`src/rtl/sram_ctrl_pkg.sv`:
```
package sram_ctrl_pkg;

    typedef enum logic [2:0] {
        ST_IDLE,
        ST_WR_SETUP,
        ST_WR_PULSE,
        ST_WR_HOLD,
        ST_RD_WAIT,
        ST_GAP
    } ctrl_state_e;

    // Round a nanosecond minimum up to whole clock periods, never below one.
    function automatic int ns_to_cyc(input int t_ns, input int clk_ns);
        int c;
        c = (t_ns + clk_ns - 1) / clk_ns;
        return (c < 1) ? 1 : c;
    endfunction

    function automatic int max2(input int a, input int b);
        return (a > b) ? a : b;
    endfunction

endpackage

```
`src/rtl/sram_phase_timer.sv`:
```
module sram_phase_timer #(
    parameter int CNT_W = 4
) (
    input  logic             clk,
    input  logic             rst_n,
    input  logic             load,
    input  logic [CNT_W-1:0] load_len,
    output logic             done
);
    logic [CNT_W-1:0] cnt_q;

    // A phase of N cycles is loaded as N-1 and ends in the cycle that reads zero.
    always_ff @(posedge clk or negedge rst_n) begin
        if (!rst_n) begin
            cnt_q <= '0;
        end else if (load) begin
            cnt_q <= load_len - CNT_W'(1);
        end else if (cnt_q != '0) begin
            cnt_q <= cnt_q - CNT_W'(1);
        end
    end

    assign done = (cnt_q == '0);

endmodule

```
`src/rtl/sram_lane_map.sv`:
```
module sram_lane_map #(
    parameter int LANE_W    = 8,
    parameter int NUM_LANES = 2
) (
    input  logic                        active,
    input  logic [NUM_LANES-1:0]        lane_mask,
    input  logic [NUM_LANES*LANE_W-1:0] bus_in,
    output logic [NUM_LANES-1:0]        lane_en_n,
    output logic [NUM_LANES*LANE_W-1:0] bus_kept
);
    for (genvar g = 0; g < NUM_LANES; g++) begin : g_lane
        assign lane_en_n[g] = !(active && lane_mask[g]);
        assign bus_kept[g*LANE_W +: LANE_W] =
            lane_mask[g] ? bus_in[g*LANE_W +: LANE_W] : '0;
    end

endmodule

```
`src/rtl/sram_async_ctrl.sv`:
```
module sram_async_ctrl
    import sram_ctrl_pkg::*;
#(
    parameter int CLK_NS    = 5,
    parameter int ADDR_W    = 19,
    parameter int LANE_W    = 8,
    parameter int T_WP_NS   = 40,
    parameter int T_DW_NS   = 25,
    parameter int T_AW_NS   = 50,
    parameter int T_WC_NS   = 55,
    parameter int T_AA_NS   = 55,
    parameter int T_HZ_NS   = 20,
    parameter int RD_MARGIN = 1
) (
    input  logic                clk,
    input  logic                rst_n,
    input  logic                req_valid,
    output logic                req_ready,
    input  logic [ADDR_W-1:0]   req_addr,
    input  logic                req_write,
    input  logic [1:0]          req_mask,
    input  logic [2*LANE_W-1:0] req_wdata,
    output logic                rsp_valid,
    output logic [2*LANE_W-1:0] rsp_rdata,
    output logic [ADDR_W-1:0]   mem_addr,
    output logic                mem_cs_n,
    output logic                mem_cs,
    output logic                mem_we_n,
    output logic                mem_oe_n,
    output logic                mem_lb_n,
    output logic                mem_ub_n,
    output logic [2*LANE_W-1:0] mem_dout,
    output logic                mem_dout_en,
    input  logic [2*LANE_W-1:0] mem_din
);
    localparam int NUM_LANES    = 2;
    localparam int DATA_W       = NUM_LANES * LANE_W;

    // Phase lengths in clock cycles.
    localparam int WR_PULSE_CYC = max2(ns_to_cyc(T_WP_NS, CLK_NS), ns_to_cyc(T_DW_NS, CLK_NS));
    localparam int WR_SETUP_CYC = max2(1, ns_to_cyc(T_AW_NS, CLK_NS) - WR_PULSE_CYC);
    localparam int WR_HOLD_CYC  = max2(1, ns_to_cyc(T_WC_NS, CLK_NS) - WR_SETUP_CYC - WR_PULSE_CYC);
    localparam int RD_CYC       = max2(ns_to_cyc(T_WC_NS, CLK_NS), ns_to_cyc(T_AA_NS, CLK_NS)) + RD_MARGIN;
    localparam int TURN_RD_CYC  = ns_to_cyc(T_HZ_NS, CLK_NS);
    localparam int TURN_WR_CYC  = 1;
    localparam int MAX_CYC      = max2(max2(WR_PULSE_CYC, RD_CYC),
                                       max2(TURN_RD_CYC, max2(WR_SETUP_CYC, WR_HOLD_CYC)));
    localparam int CNT_W        = $clog2(MAX_CYC + 1);

    ctrl_state_e state_q, state_d;

    logic [ADDR_W-1:0]    addr_q;
    logic [NUM_LANES-1:0] mask_q;
    logic [DATA_W-1:0]    wdata_q;
    logic [DATA_W-1:0]    rdata_q;
    logic                 rsp_q;

    logic                 tmr_load;
    logic [CNT_W-1:0]     tmr_len;
    logic                 tmr_done;

    logic                 accept;
    logic                 empty_req;
    logic                 selected;
    logic [NUM_LANES-1:0] lane_en_n;
    logic [DATA_W-1:0]    din_kept;

    assign accept    = req_valid && (state_q == ST_IDLE);
    assign empty_req = (req_mask == '0);

    sram_phase_timer #(
        .CNT_W (CNT_W)
    ) timer_i (
        .clk      (clk),
        .rst_n    (rst_n),
        .load     (tmr_load),
        .load_len (tmr_len),
        .done     (tmr_done)
    );

    sram_lane_map #(
        .LANE_W    (LANE_W),
        .NUM_LANES (NUM_LANES)
    ) lanes_i (
        .active    (selected),
        .lane_mask (mask_q),
        .bus_in    (mem_din),
        .lane_en_n (lane_en_n),
        .bus_kept  (din_kept)
    );

    // Next state and phase loading.
    always_comb begin
        state_d  = state_q;
        tmr_load = 1'b0;
        tmr_len  = CNT_W'(1);
        unique case (state_q)
            ST_IDLE: begin
                if (accept && !empty_req) begin
                    tmr_load = 1'b1;
                    if (req_write) begin
                        state_d = ST_WR_SETUP;
                        tmr_len = CNT_W'(WR_SETUP_CYC);
                    end else begin
                        state_d = ST_RD_WAIT;
                        tmr_len = CNT_W'(RD_CYC);
                    end
                end
            end
            ST_WR_SETUP: begin
                if (tmr_done) begin
                    state_d  = ST_WR_PULSE;
                    tmr_load = 1'b1;
                    tmr_len  = CNT_W'(WR_PULSE_CYC);
                end
            end
            ST_WR_PULSE: begin
                if (tmr_done) begin
                    state_d  = ST_WR_HOLD;
                    tmr_load = 1'b1;
                    tmr_len  = CNT_W'(WR_HOLD_CYC);
                end
            end
            ST_WR_HOLD: begin
                if (tmr_done) begin
                    state_d  = ST_GAP;
                    tmr_load = 1'b1;
                    tmr_len  = CNT_W'(TURN_WR_CYC);
                end
            end
            ST_RD_WAIT: begin
                if (tmr_done) begin
                    state_d  = ST_GAP;
                    tmr_load = 1'b1;
                    tmr_len  = CNT_W'(TURN_RD_CYC);
                end
            end
            ST_GAP: begin
                if (tmr_done) begin
                    state_d = ST_IDLE;
                end
            end
            default: state_d = ST_IDLE;
        endcase
    end

    // State register.
    always_ff @(posedge clk or negedge rst_n) begin
        if (!rst_n) begin
            state_q <= ST_IDLE;
        end else begin
            state_q <= state_d;
        end
    end

    // Request capture and read response.
    always_ff @(posedge clk or negedge rst_n) begin
        if (!rst_n) begin
            addr_q  <= '0;
            mask_q  <= '0;
            wdata_q <= '0;
            rdata_q <= '0;
            rsp_q   <= 1'b0;
        end else begin
            rsp_q <= 1'b0;
            if (accept && !empty_req) begin
                addr_q  <= req_addr;
                mask_q  <= req_mask;
                wdata_q <= req_wdata;
            end
            if (accept && empty_req && !req_write) begin
                rsp_q   <= 1'b1;
                rdata_q <= '0;
            end
            if (state_q == ST_RD_WAIT && tmr_done) begin
                rsp_q   <= 1'b1;
                rdata_q <= din_kept;
            end
        end
    end

    // Strobe outputs decoded from the state.
    always_comb begin
        selected    = 1'b0;
        mem_we_n    = 1'b1;
        mem_oe_n    = 1'b1;
        mem_dout_en = 1'b0;
        req_ready   = 1'b0;
        unique case (state_q)
            ST_IDLE:     req_ready = 1'b1;
            ST_WR_SETUP: selected  = 1'b1;
            ST_WR_PULSE: begin
                selected    = 1'b1;
                mem_we_n    = 1'b0;
                mem_dout_en = 1'b1;
            end
            ST_WR_HOLD: begin
                selected    = 1'b1;
                mem_dout_en = 1'b1;
            end
            ST_RD_WAIT: begin
                selected = 1'b1;
                mem_oe_n = 1'b0;
            end
            ST_GAP:      ;
            default:     ;
        endcase
    end

    assign mem_cs_n  = !selected;
    assign mem_cs    = selected;
    assign mem_lb_n  = lane_en_n[0];
    assign mem_ub_n  = lane_en_n[1];
    assign mem_addr  = addr_q;
    assign mem_dout  = wdata_q;
    assign rsp_valid = rsp_q;
    assign rsp_rdata = rdata_q;

endmodule

```
`config.mk`:
```
export PLATFORM = sky130hd
export DESIGN_NAME = sram_async_ctrl
export DESIGN_NICKNAME = d
export VERILOG_FILES = /design/src/rtl/sram_ctrl_pkg.sv /design/src/rtl/sram_phase_timer.sv /design/src/rtl/sram_lane_map.sv /design/src/rtl/sram_async_ctrl.sv
export SDC_FILE = /design/constraint.sdc
export NUM_CORES = 1
export LEC_CHECK = 0
export BUFFER_PORTS_ARGS = -buffer_cell sky130_fd_sc_hd__clkbuf_2
export CORE_MARGIN = 1.5
export CORE_UTILIZATION = 46
export CTS_CLUSTER_DIAMETER = 150
export DETAILED_ROUTE_END_ITERATION = 8
export PLACE_DENSITY = 0.87
export SYNTH_ARGS = -nofsm -noshare
export SYNTH_HDL_FRONTEND = slang
export SYNTH_SLANG_ARGS = --single-unit
export TNS_END_PERCENT = 50
```
`constraint.sdc`:
```
create_clock -name clk -period 2.4 [get_ports clk]
set_input_delay 0.36 -clock clk [delete_from_list [all_inputs] [get_ports clk]]
set_output_delay 0.36 -clock clk [all_outputs]
set_load 0.02 [all_outputs]
```
==> results of run 1 <==
==> cell type report <==
class / count / area (um^2)
fillers: 461 / 1890
flip-flops and latches: 61 / 1530
multi-input cells: 178 / 903
repair buffers: 121 / 618
clock buffers: 12 / 155
well taps: 70 / 87.6
inverters: 4 / 15.0
clock inverters: 2 / 10.0
==> cells in the final DEF (no fill, tap or decap), types with 2 or more instances in the layout <==
master,synthesis,final
o21ai_0,2,2
nor3b_1,2,2
nor2b_1,2,2
buf_4,5,5
clkbuf_8,0,11
nor3_1,4,4
dfrtp_1,61,61
a21oi_2,2,2
nor2_1,8,8
clkinv_2,0,2
a22o_1,17,17
clkbuf_2,0,116
inv_1,3,3
nand2_1,117,117
a21oi_1,2,2
and2_1,3,3
==> cell usage after synthesis (2+ instances only) <==
library cell  count  share of area [%]
a21oi_1           2               0.39
a21oi_2           2               0.69
a22o_1           17                5.9
and2_1            3               0.74
buf_2             8                1.6
buf_4             5                1.5
buf_6             2               0.88
dfrtp_1          61                 60
inv_1             3               0.44
nand2_1         117                 17
nor2_1            8                1.2
nor2b_1           2               0.49
nor3_1            4               0.79
nor3b_1           2               0.59
o21ai_0           2               0.39
==> registers in the layout, indices dropped and copies added, names as in the netlist <==
signal         flops
mask_q             2
mem_addr          19
mem_dout          16
rsp_rdata         16
rsp_valid          1
state_q            3
timer_i.cnt_q      4
==> kinds of logic (layout without fill, tap and decap cells) <==
family / Yosys count / after routing
xor gates and xnor gates: 2 / 2
AOI/OAI and AO/OA: 28 / 28
DFF: 61 / 61
and+or+nand+nor: 145 / 145
muxes: 1 / 1
adders and majority gates: 2 / 2
buffers and inverters: 19 / 139
==> worst max path at each step <==
stage	from	to	slack [ns]	cells past startpoint
floorplan	state_q[2]	timer_i.cnt_q[2]	0.50	7
global placement	state_q[1]	rsp_valid	0.60	5
detailed placement	state_q[1]	rsp_valid	0.56	5
CTS	state_q[1]	mem_lb_n	0.39	4
global route	state_q[1]	mem_lb_n	0.27	4
finish	state_q[1]	mem_lb_n	0.41	4
==> power groups by stage <==
stage	Clock [W]	Combinational (W)	Sequential (W)
floorplan	0	0.000755	0.00206
global placement	0	0.00163	0.00170
detailed placement	0	0.00169	0.00171
CTS	0.000798	0.00170	0.00170
global route	0.000851	0.00185	0.00176
finish	0.000771	0.00168	0.00170
==> per-layer routing <==
layer / share of wire [%] / track usage [%]
met1: 45 / 27.4
met5: 0 / 0
met4: 1.2 / 9.45
met2: 50 / 35.9
met3: 4.2 / 4.24
==> worst reg2reg max path, cell delays in order (launching register included) <==
cell	delay, ns
dfrtp_1	0.55
nor2_1	0.15
and3_1	0.27
a21oi_2	0.57
buf_4	0.23
inv_2	0.02
==> metrics by stage <==
step | cell area [um^2] | hold WS, ns
final | 3320 | 0.189
after global routing | 3320 | 0.222
after CTS | 3320 | 0.203
after detailed placement | 3150 | 0.462
after global placement | 3150 | 0.457
after floorplan | 2540 | 0.0644
==> results.py, run 1 <==
metrics = {
    "floorplan": {
        "io_pins": 117,
        "core_area_mm2": 0.00520,
        "die_w_um": 77.4,
        "initial_core_util_pct": 48.9,
        "chipHeight_um": 77.4,
        "dieArea_mm2": 0.00599,
        "rows": 26,
    },
    "power": {
        "power_frac_comb_pct": 40.4,
        "switchingPower_w": 0.00171,
        "pwr-share-clk_pct": 18.6,
        "internal_power_w": 0.00244,
        "total_power_w": 0.00415,
        "power.density_mw_per_mm2": 1250,
        "pwr-share-seq_pct": 41.1,
        "netSwitchingFraction_pct": 41.2,
        "peakVddDrop_mv": 0.568,
        "leakage_nw": 1.89,
    },
    "route": {
        "postRouteAntennaNets": 0,
        "drtIter0Drc": 112,
        "avgRoutedWirePerCell_um": 13.0,
        "totalWireLength_um": 5830,
        "dr.pass1.iters": 4,
        "via_per_inst": 4.83,
        "vias": 2165,
        "drc": 0,
    },
    "finish": {
        "stdcell_count": 448,
        "nNetsFinal": 433,
        "num_antenna_cells": 0,
        "synthToLayoutAreaGrowth_pct": 30.3,
        "utilization_pct": 63.7,
        "layout-drive-gt1-share_pct": 37.0,
    },
    "sta": {
        "rsz0062_at_grt": "false",
        "setup-tns-final_ns": 0,
        "timing.slew.headroom_pct": 50.6,
        "hold_violations": 0,
        "slew_violations": 0,
        "setup_viol_count_final": 0,
        "fmax_mhz": 504,
        "fin_skew_ns": 0.00750,
        "fin_crit_sh_pct": 82.7,
        "finalCriticalPeriod_ns": 1.99,
        "worst-slew-pin-transition_ns": 0.741,
        "fin_ws_ns": 0.414,
    },
    "critical_path": {
        "path_max_fanout": 10,
        "crit_required_ns": 2.04,
        "worstSetupPathType": "reg2out",
        "worst-r2r-setup-slack_ns": 0.52,
        "critPathBufInv": 1,
        "rr_worst_depth": 5,
        "startpoint_type": "register",
        "crit_slowest_cell": "dfrtp_1",
        "critPathTopFamily": "flip-flops",
        "reg2reg_to": "rsp_valid",
        "path_cells": "nor2_1 -> xnor2_1 -> nand2_1 -> clkbuf_2",
        "cp-end-kind": "primary output",
        "r2r-start": "state_q[1]",
        "slowest_delay_ns": 0.55,
        "worst_ep_arrival_time_ns": 1.63,
    },
    "placement": {
        "io_buffers": 116,
        "gp_congestion": 0.767,
        "dpl.cell_count": 434,
        "post-place-ws_ns": 0.556,
        "hpwl_um": 4170,
    },
    "outcome": {
        "status": "completed",
    },
    "hold_path": {
        "hold_class": "in2async",
    },
    "cts": {
        "clk_pin_slew_ns": 0.06,
        "cts_made_buffers": 9,
        "cts_hold_buf": 0,
        "cts_setup_buffers": 0,
        "clk_path_buf_depth": 2,
        "root_buffer": "clkbuf_8",
        "cts-resized-gates": 0,
        "htree_levels": 3,
        "cts_tree": "built",
        "clock_sinks": 61,
        "clk-insertion-delay-late_ns": 0.32,
    },
    "synthesis": {
        "async_flop_share_pct": 100,
        "synth_edf_count": 0,
        "yosys.area_share.simple_pct": 24.5,
        "synth_compound_area_share_pct": 9.05,
        "syn_nets": 316,
        "ys.flop_type": "dfrtp_1",
        "muxShareOfSynthArea_pct": 0.393,
        "synth_cell_types": 35,
        "synth_xor_area_share_pct": 0.688,
        "ys_ff_latch": 61,
        "synthesis.area_mm2": 0.00254,
        "synth_top_family_by_area": "simple AND/OR/NAND/NOR gates",
        "yosys_warnings": 0,
        "synth_fa_ha_area_share_pct": 0.885,
        "avgSynthCellArea_um2": 9.86,
        "ys_seq_area_share_pct": 60.0,
        "synthCells": 258,
    },
    "global_route": {
        "grt_remaining_overflow": 0,
        "grt_pass1_wl_um": 10200,
        "grt_max_degree": 62,
        "antenna_found_initial": 0,
        "grt_pass1_vias": 2243,
        "grtUsageTotal_pct": 21.6,
    },
    "run": {
        "cap_violations": 0,
    },
}
No activity file was read; power rests on OpenSTA's default activity.
==> run 2: changes to the inputs <==
- ABC_AREA: unset -> 1
- CORE_UTILIZATION: 46 -> 47
- PLACE_DENSITY: 0.87 -> 0.88
- clock period: 2.4 -> 2.1 ns (I/O delays scaled with it)
==> results.py, run 2 <==
metrics = {
    "cts": {
        "cts_setup_buffers": 0,
        "clock_sinks": 61,
        "cts_made_buffers": 9,
        "cts_tree": "built",
        "cts-resized-gates": 0,
        "clk_path_buf_depth": 2,
        "clk-insertion-delay-late_ns": 0.33,
        "root_buffer": "clkbuf_8",
        "htree_levels": 3,
        "cts_hold_buf": 0,
        "clk_pin_slew_ns": 0.06,
    },
    "synthesis": {
        "synth.top_cell.area_share_pct": 58.2,
        "synth_top_family_by_area": "simple AND/OR/NAND/NOR gates",
        "synth_compound_area_share_pct": 6.53,
        "yosys_warnings": 0,
        "ys_seq_area_share_pct": 58.2,
        "synthesis.area_mm2": 0.00262,
        "ys_top_cells_by_area": "dfrtp_1 (58%), nand2_1 (18%), inv_1 (4.4%)",
        "syn_nets": 360,
        "synth_area_leader_cell": "dfrtp_1",
        "avgSynthCellArea_um2": 8.69,
        "synth_common_cells": "nand2_1 (125), dfrtp_1 (61), inv_1 (31)",
        "yosys.area_share.simple_pct": 26.9,
        "synth_cell_types": 25,
        "synthCells": 302,
        "synth_xor_area_share_pct": 0,
        "synth_fa_ha_area_share_pct": 0.477,
        "ys.flop_type": "dfrtp_1",
        "ys_ff_latch": 61,
        "synth.most_common_cell": "nand2_1",
        "synth_edf_count": 0,
        "async_flop_share_pct": 100,
        "muxShareOfSynthArea_pct": 0,
    },
    "finish": {
        "largest_reg_flops": 19,
        "num_antenna_cells": 0,
        "fin_area_mm2": 0.00347,
        "layout-drive-gt1-share_pct": 34.9,
        "fillCellCount": 468,
        "utilization_pct": 63.8,
        "synthToLayoutAreaGrowth_pct": 32.2,
        "final_common_cell": "nand2_1",
        "final_cell_mix": "nand2_1 (125), clkbuf_2 (116), dfrtp_1 (61), inv_1 (31), nand3_1 (22)",
        "nNetsFinal": 478,
    },
    "critical_path": {
        "startpoint_type": "register",
        "path_cells": "nor2_4 -> nand3_2 -> nor2_4 -> inv_2 -> nand2_2 -> inv_2 -> nand2_1 -> nand2_2 -> ha_1 -> inv_1 -> nand2_1 -> inv_1",
        "crit_required_ns": 2.32,
        "worst_ep_arrival_time_ns": 2.06,
        "path_max_fanout": 8,
        "critPathBufInv": 4,
        "cp-end-kind": "register",
        "critPathTopFamily": "simple AND/OR/NAND/NOR gates",
        "crit_slowest_cell": "dfrtp_1",
        "worstSetupPathType": "reg2reg",
        "slowest_delay_ns": 0.45,
    },
    "floorplan": {
        "chipHeight_um": 77.7,
        "dieArea_mm2": 0.00604,
        "initial_core_util_pct": 48.2,
        "core_area_mm2": 0.00544,
        "die_w_um": 77.7,
        "rows": 27,
        "io_pins": 117,
    },
    "placement": {
        "gp_congestion": 0.888,
        "io_buffers": 116,
        "hpwl_um": 4310,
        "post-place-ws_ns": 0.284,
        "placed_area_mm2": 0.00324,
    },
    "global_route": {
        "grtUsageTotal_pct": 20.7,
        "grt_remaining_overflow": 0,
        "grt_pass1_vias": 2181,
        "antenna_found_initial": 0,
        "grt_max_degree": 62,
        "grt_pass1_wl_um": 9610,
    },
    "sta": {
        "fin_crit_sh_pct": 87.5,
        "hold_ws_ns": 0.137,
        "fin_skew_ns": 0.00844,
        "slew_violations": 0,
        "timing.slew.headroom_pct": 50.8,
        "hold_violations": 0,
        "fmax_mhz": 544,
        "rsz0062_at_grt": "false",
        "fin_ws_ns": 0.263,
        "worst-slew-pin-transition_ns": 0.738,
        "setup_viol_count_final": 0,
        "setup-tns-final_ns": 0,
        "finalCriticalPeriod_ns": 1.84,
    },
    "route": {
        "postRouteAntennaNets": 0,
        "via_per_inst": 4.60,
        "drc": 0,
        "totalWireLength_um": 5770,
        "dr.pass1.iters": 4,
        "drtIter0Drc": 101,
        "avgRoutedWirePerCell_um": 11.6,
        "vias": 2282,
    },
    "run": {
        "cap_violations": 0,
    },
    "power": {
        "peakVddDrop_mv": 1.16,
        "power.density_mw_per_mm2": 1550,
        "leakage_nw": 2.01,
    },
    "outcome": {
        "status": "completed",
    },
    "hold_path": {
        "hold_class": "in2async",
    },
}
-- run 2: changes by cell type in the layout (fill, tap and decap cells not counted), moves of 3 or more --
cell,change
inv_1,+28
nand3_1,+21
a22o_1,-16
o21ai_0,+16
nand2_1,+8
nor3_1,-4
nor2_4,+3
o21ai_1,+3
-- run 2: worst reg2reg max path: stages (launching register included) --
cell,delay (ns)
dfrtp_1,0.45
nor2_4,0.20
nand3_2,0.13
nor2_4,0.19
inv_2,0.10
nand2_2,0.09
inv_2,0.05
nand2_1,0.07
nand2_2,0.06
ha_1,0.27
inv_1,0.03
nand2_1,0.05
inv_1,0.03
-- run 2: path summary, 6_finish.rpt --
check                      cells past startpoint  slack [ns]          from               end
hold / removal                                 2        0.14         rst_n      mem_dout[10]
hold reg to reg                                2        0.47  mem_addr[12]      mem_addr[12]
max in group asynchronous                      2        1.48         rst_n         mask_q[0]
min in group clk                               3        0.19   req_addr[7]       mem_addr[7]
setup / recovery                              12        0.26    state_q[1]  timer_i.cnt_q[1]
setup reg to reg                              12        0.26    state_q[1]  timer_i.cnt_q[1]
-- run 2: kinds of logic (layout without fill, tap and decap cells) --
group / Yosys count / count (layout)
buf+inv: 46 / 168
fa+ha+maj: 1 / 1
compound gates: 30 / 30
flops: 61 / 61
simple gates: 164 / 164
-- run 2: power by group --
group | switching, W | internal [W] | leakage, nW | total, W
clock network | 0.000415 | 0.000759 | 0.115 | 0.00117
logic | 0.00151 | 0.000748 | 1.11 | 0.00226
registers | 0.000316 | 0.00164 | 0.784 | 0.00195
-- run 2: cell type report --
cell class	count	area (um^2)	area share, %
repair buffers	119	603	17.4
clock inverters	3	67.6	1.95
inverters	34	128	3.68
multi-input cells	195	890	25.6
flip-flops and latches	61	1530	44.0
clock buffers	12	165	4.76
well taps	72	90.1	2.60
-- run 2: metal layers --
layer,GRT usage [%],vias up,routed length (um)
met5,0,-,0
met2,33.1,88,2700
met1,25.9,1010,2600
met3,4.35,12,340
li1,-,1172,-
met4,12.0,0,128
-- run 2: through the flow --
| stage | instances | total power [W] |
|---|---|---|
| after global placement | 481 | 0.00416 |
| after CTS | 496 | 0.00544 |
| after global routing | 496 | 0.00580 |
| final | 496 | 0.00539 |
| after floorplan | 302 | 0.00349 |
| after detailed placement | 481 | 0.00424 |
==> run 3: changes to the inputs <==
- CELL_PAD_IN_SITES_DETAIL_PLACEMENT: unset -> 1
- CELL_PAD_IN_SITES_GLOBAL_PLACEMENT: unset -> 1
- CORE_UTILIZATION: 47 -> 33
- PLACE_DENSITY: 0.88 -> 0.87
==> results.py, run 3 (synthesis gave the netlist of run 2 again) <==
metrics = {
    "cts": {
        "clock_sinks": 61,
        "cts_made_buffers": 9,
        "root_buffer": "clkbuf_8",
        "clk-insertion-delay-late_ns": 0.33,
        "htree_levels": 3,
        "cts_setup_buffers": 0,
        "clk_path_buf_depth": 2,
        "cts-resized-gates": 0,
        "cts_tree": "built",
        "clk_pin_slew_ns": 0.07,
    },
    "finish": {
        "utilization_pct": 45.7,
        "layout-drive-gt1-share_pct": 35.4,
        "final_common_cell": "nand2_1",
        "nNetsFinal": 482,
        "synthToLayoutAreaGrowth_pct": 34.6,
        "final_cell_mix": "nand2_1 (125), clkbuf_2 (116), dfrtp_1 (61), inv_1 (31), nand3_1 (22)",
        "fin_area_mm2": 0.00353,
        "fillCellCount": 970,
        "num_antenna_cells": 0,
        "largest_reg_flops": 19,
    },
    "power": {
        "netSwitchingFraction_pct": 43.5,
        "internal_power_w": 0.00309,
        "total_power_w": 0.00548,
        "pwr-share-clk_pct": 21.4,
        "power.density_mw_per_mm2": 1550,
        "peakVddDrop_mv": 0.708,
        "switchingPower_w": 0.00239,
        "pwr-share-seq_pct": 36.0,
        "power_frac_comb_pct": 42.6,
        "leakage_nw": 2.02,
    },
    "placement": {
        "hpwl_um": 5540,
        "io_buffers": 116,
        "placed_area_mm2": 0.00330,
        "gp_congestion": 0.911,
    },
    "sta": {
        "fmax_mhz": 547,
        "worst-slew-pin-transition_ns": 0.436,
        "timing.slew.headroom_pct": 70.9,
        "setup-tns-final_ns": 0,
        "slew_violations": 0,
        "finalCriticalPeriod_ns": 1.83,
        "fin_skew_ns": 0.0108,
        "rsz0062_at_grt": "false",
        "setup_viol_count_final": 0,
        "fin_crit_sh_pct": 87.1,
        "hold_violations": 0,
    },
    "global_route": {
        "grt_pass1_wl_um": 12200,
        "grtUsageTotal_pct": 18.3,
        "grt_pass1_vias": 2592,
        "antenna_found_initial": 0,
        "grt_max_degree": 27,
        "grt_remaining_overflow": 0,
    },
    "outcome": {
        "status": "completed",
    },
    "floorplan": {
        "core_area_mm2": 0.00773,
        "io_pins": 117,
        "initial_core_util_pct": 34.0,
        "rows": 32,
        "chipHeight_um": 92.2,
        "dieArea_mm2": 0.00849,
        "die_w_um": 92.2,
    },
    "route": {
        "via_per_inst": 4.54,
        "totalWireLength_um": 7320,
        "drtIter0Drc": 54,
        "postRouteAntennaNets": 0,
        "avgRoutedWirePerCell_um": 13.8,
        "dr.pass1.iters": 4,
        "vias": 2413,
        "drc": 0,
    },
    "critical_path": {
        "worstSetupPathType": "reg2out",
        "critPathBufInv": 2,
        "startpoint_type": "register",
        "path_common_cell": "nand2_1",
        "crit_required_ns": 1.78,
        "path_max_fanout": 5,
        "path_cells": "inv_2 -> nand2_1 -> nand3_4 -> nand2_1 -> clkbuf_2",
        "critPathTopFamily": "flip-flops",
        "cp-end-kind": "primary output",
        "crit_slowest_cell": "dfrtp_1",
        "slowest_delay_ns": 0.46,
        "worst_ep_arrival_time_ns": 1.51,
    },
    "run": {
        "cap_violations": 0,
    },
    "hold_path": {
        "hold_class": "in2reg",
    },
}
==> run 3: metal layers <==
layer	global-route usage (%)	share of wire (%)	vias up
li1	-	-	1178
met1	22.7	45	1156
met2	31.4	50	72
met3	4.23	4.7	7
met4	6.28	0.86	0
met5	0	0	-
==> run 3: final timing paths <==
check	slack (ns)	cells after the start	start	to
max	0.27	5	state_q[2]	mem_ub_n
min	0.18	3	req_addr[0]	mem_addr[0]
max reg2reg	0.31	12	state_q[2]	timer_i.cnt_q[2]
min reg2reg	0.47	2	mem_addr[2]	mem_addr[2]
max in group asynchronous	0.99	3	rst_n	timer_i.cnt_q[3]
min in group asynchronous	0.43	2	rst_n	mem_dout[11]
==> run 3: power by group through the flow <==
stage | Combinational (W) | Clock, W | Sequential (W)
5_1_grt | 0.00259 | 0.00126 | 0.00203
6_report | 0.00233 | 0.00117 | 0.00197
3_5_place_dp | 0.00235 | 0 | 0.00199
2_1_floorplan | 0.00114 | 0 | 0.00235
4_1_cts | 0.00237 | 0.00120 | 0.00198
3_3_place_gp | 0.00225 | 0 | 0.00196
==> run 3: final cells by class <==
class                      count  area, um^2  area share (%)
sequential                    61        1530            43.2
multi-input combinational    195         890            25.2
clock buffer                  10         138            3.90
inverter                      34         128            3.61
clock inverter                 6        86.3            2.45
timing repair buffer         123         636            18.0
tap                          102         128            3.61
==> run 3: repair_timing <==
action,4_1_cts,5_1_grt
setup endpoints to repair,0,0
hold endpoints to repair,15,0
hold buffers,1,0
==> run 3: tightest hold or removal path, stage by stage <==
cell and delay, ns:
clkbuf_2 0.07, nand2_1 0.04, nand2_1 0.05
==> run 3: through the flow <==
step / hold slack, ns / setup WS [ns] / instances
global placement: 0.257 / 0.402 / 514
floorplan: 0.0194 / 0.477 / 302
finish: 0.182 / 0.271 / 531
CTS: 0.171 / 0.258 / 531
detailed placement: 0.265 / 0.297 / 514
global route: 0.175 / 0.124 / 531
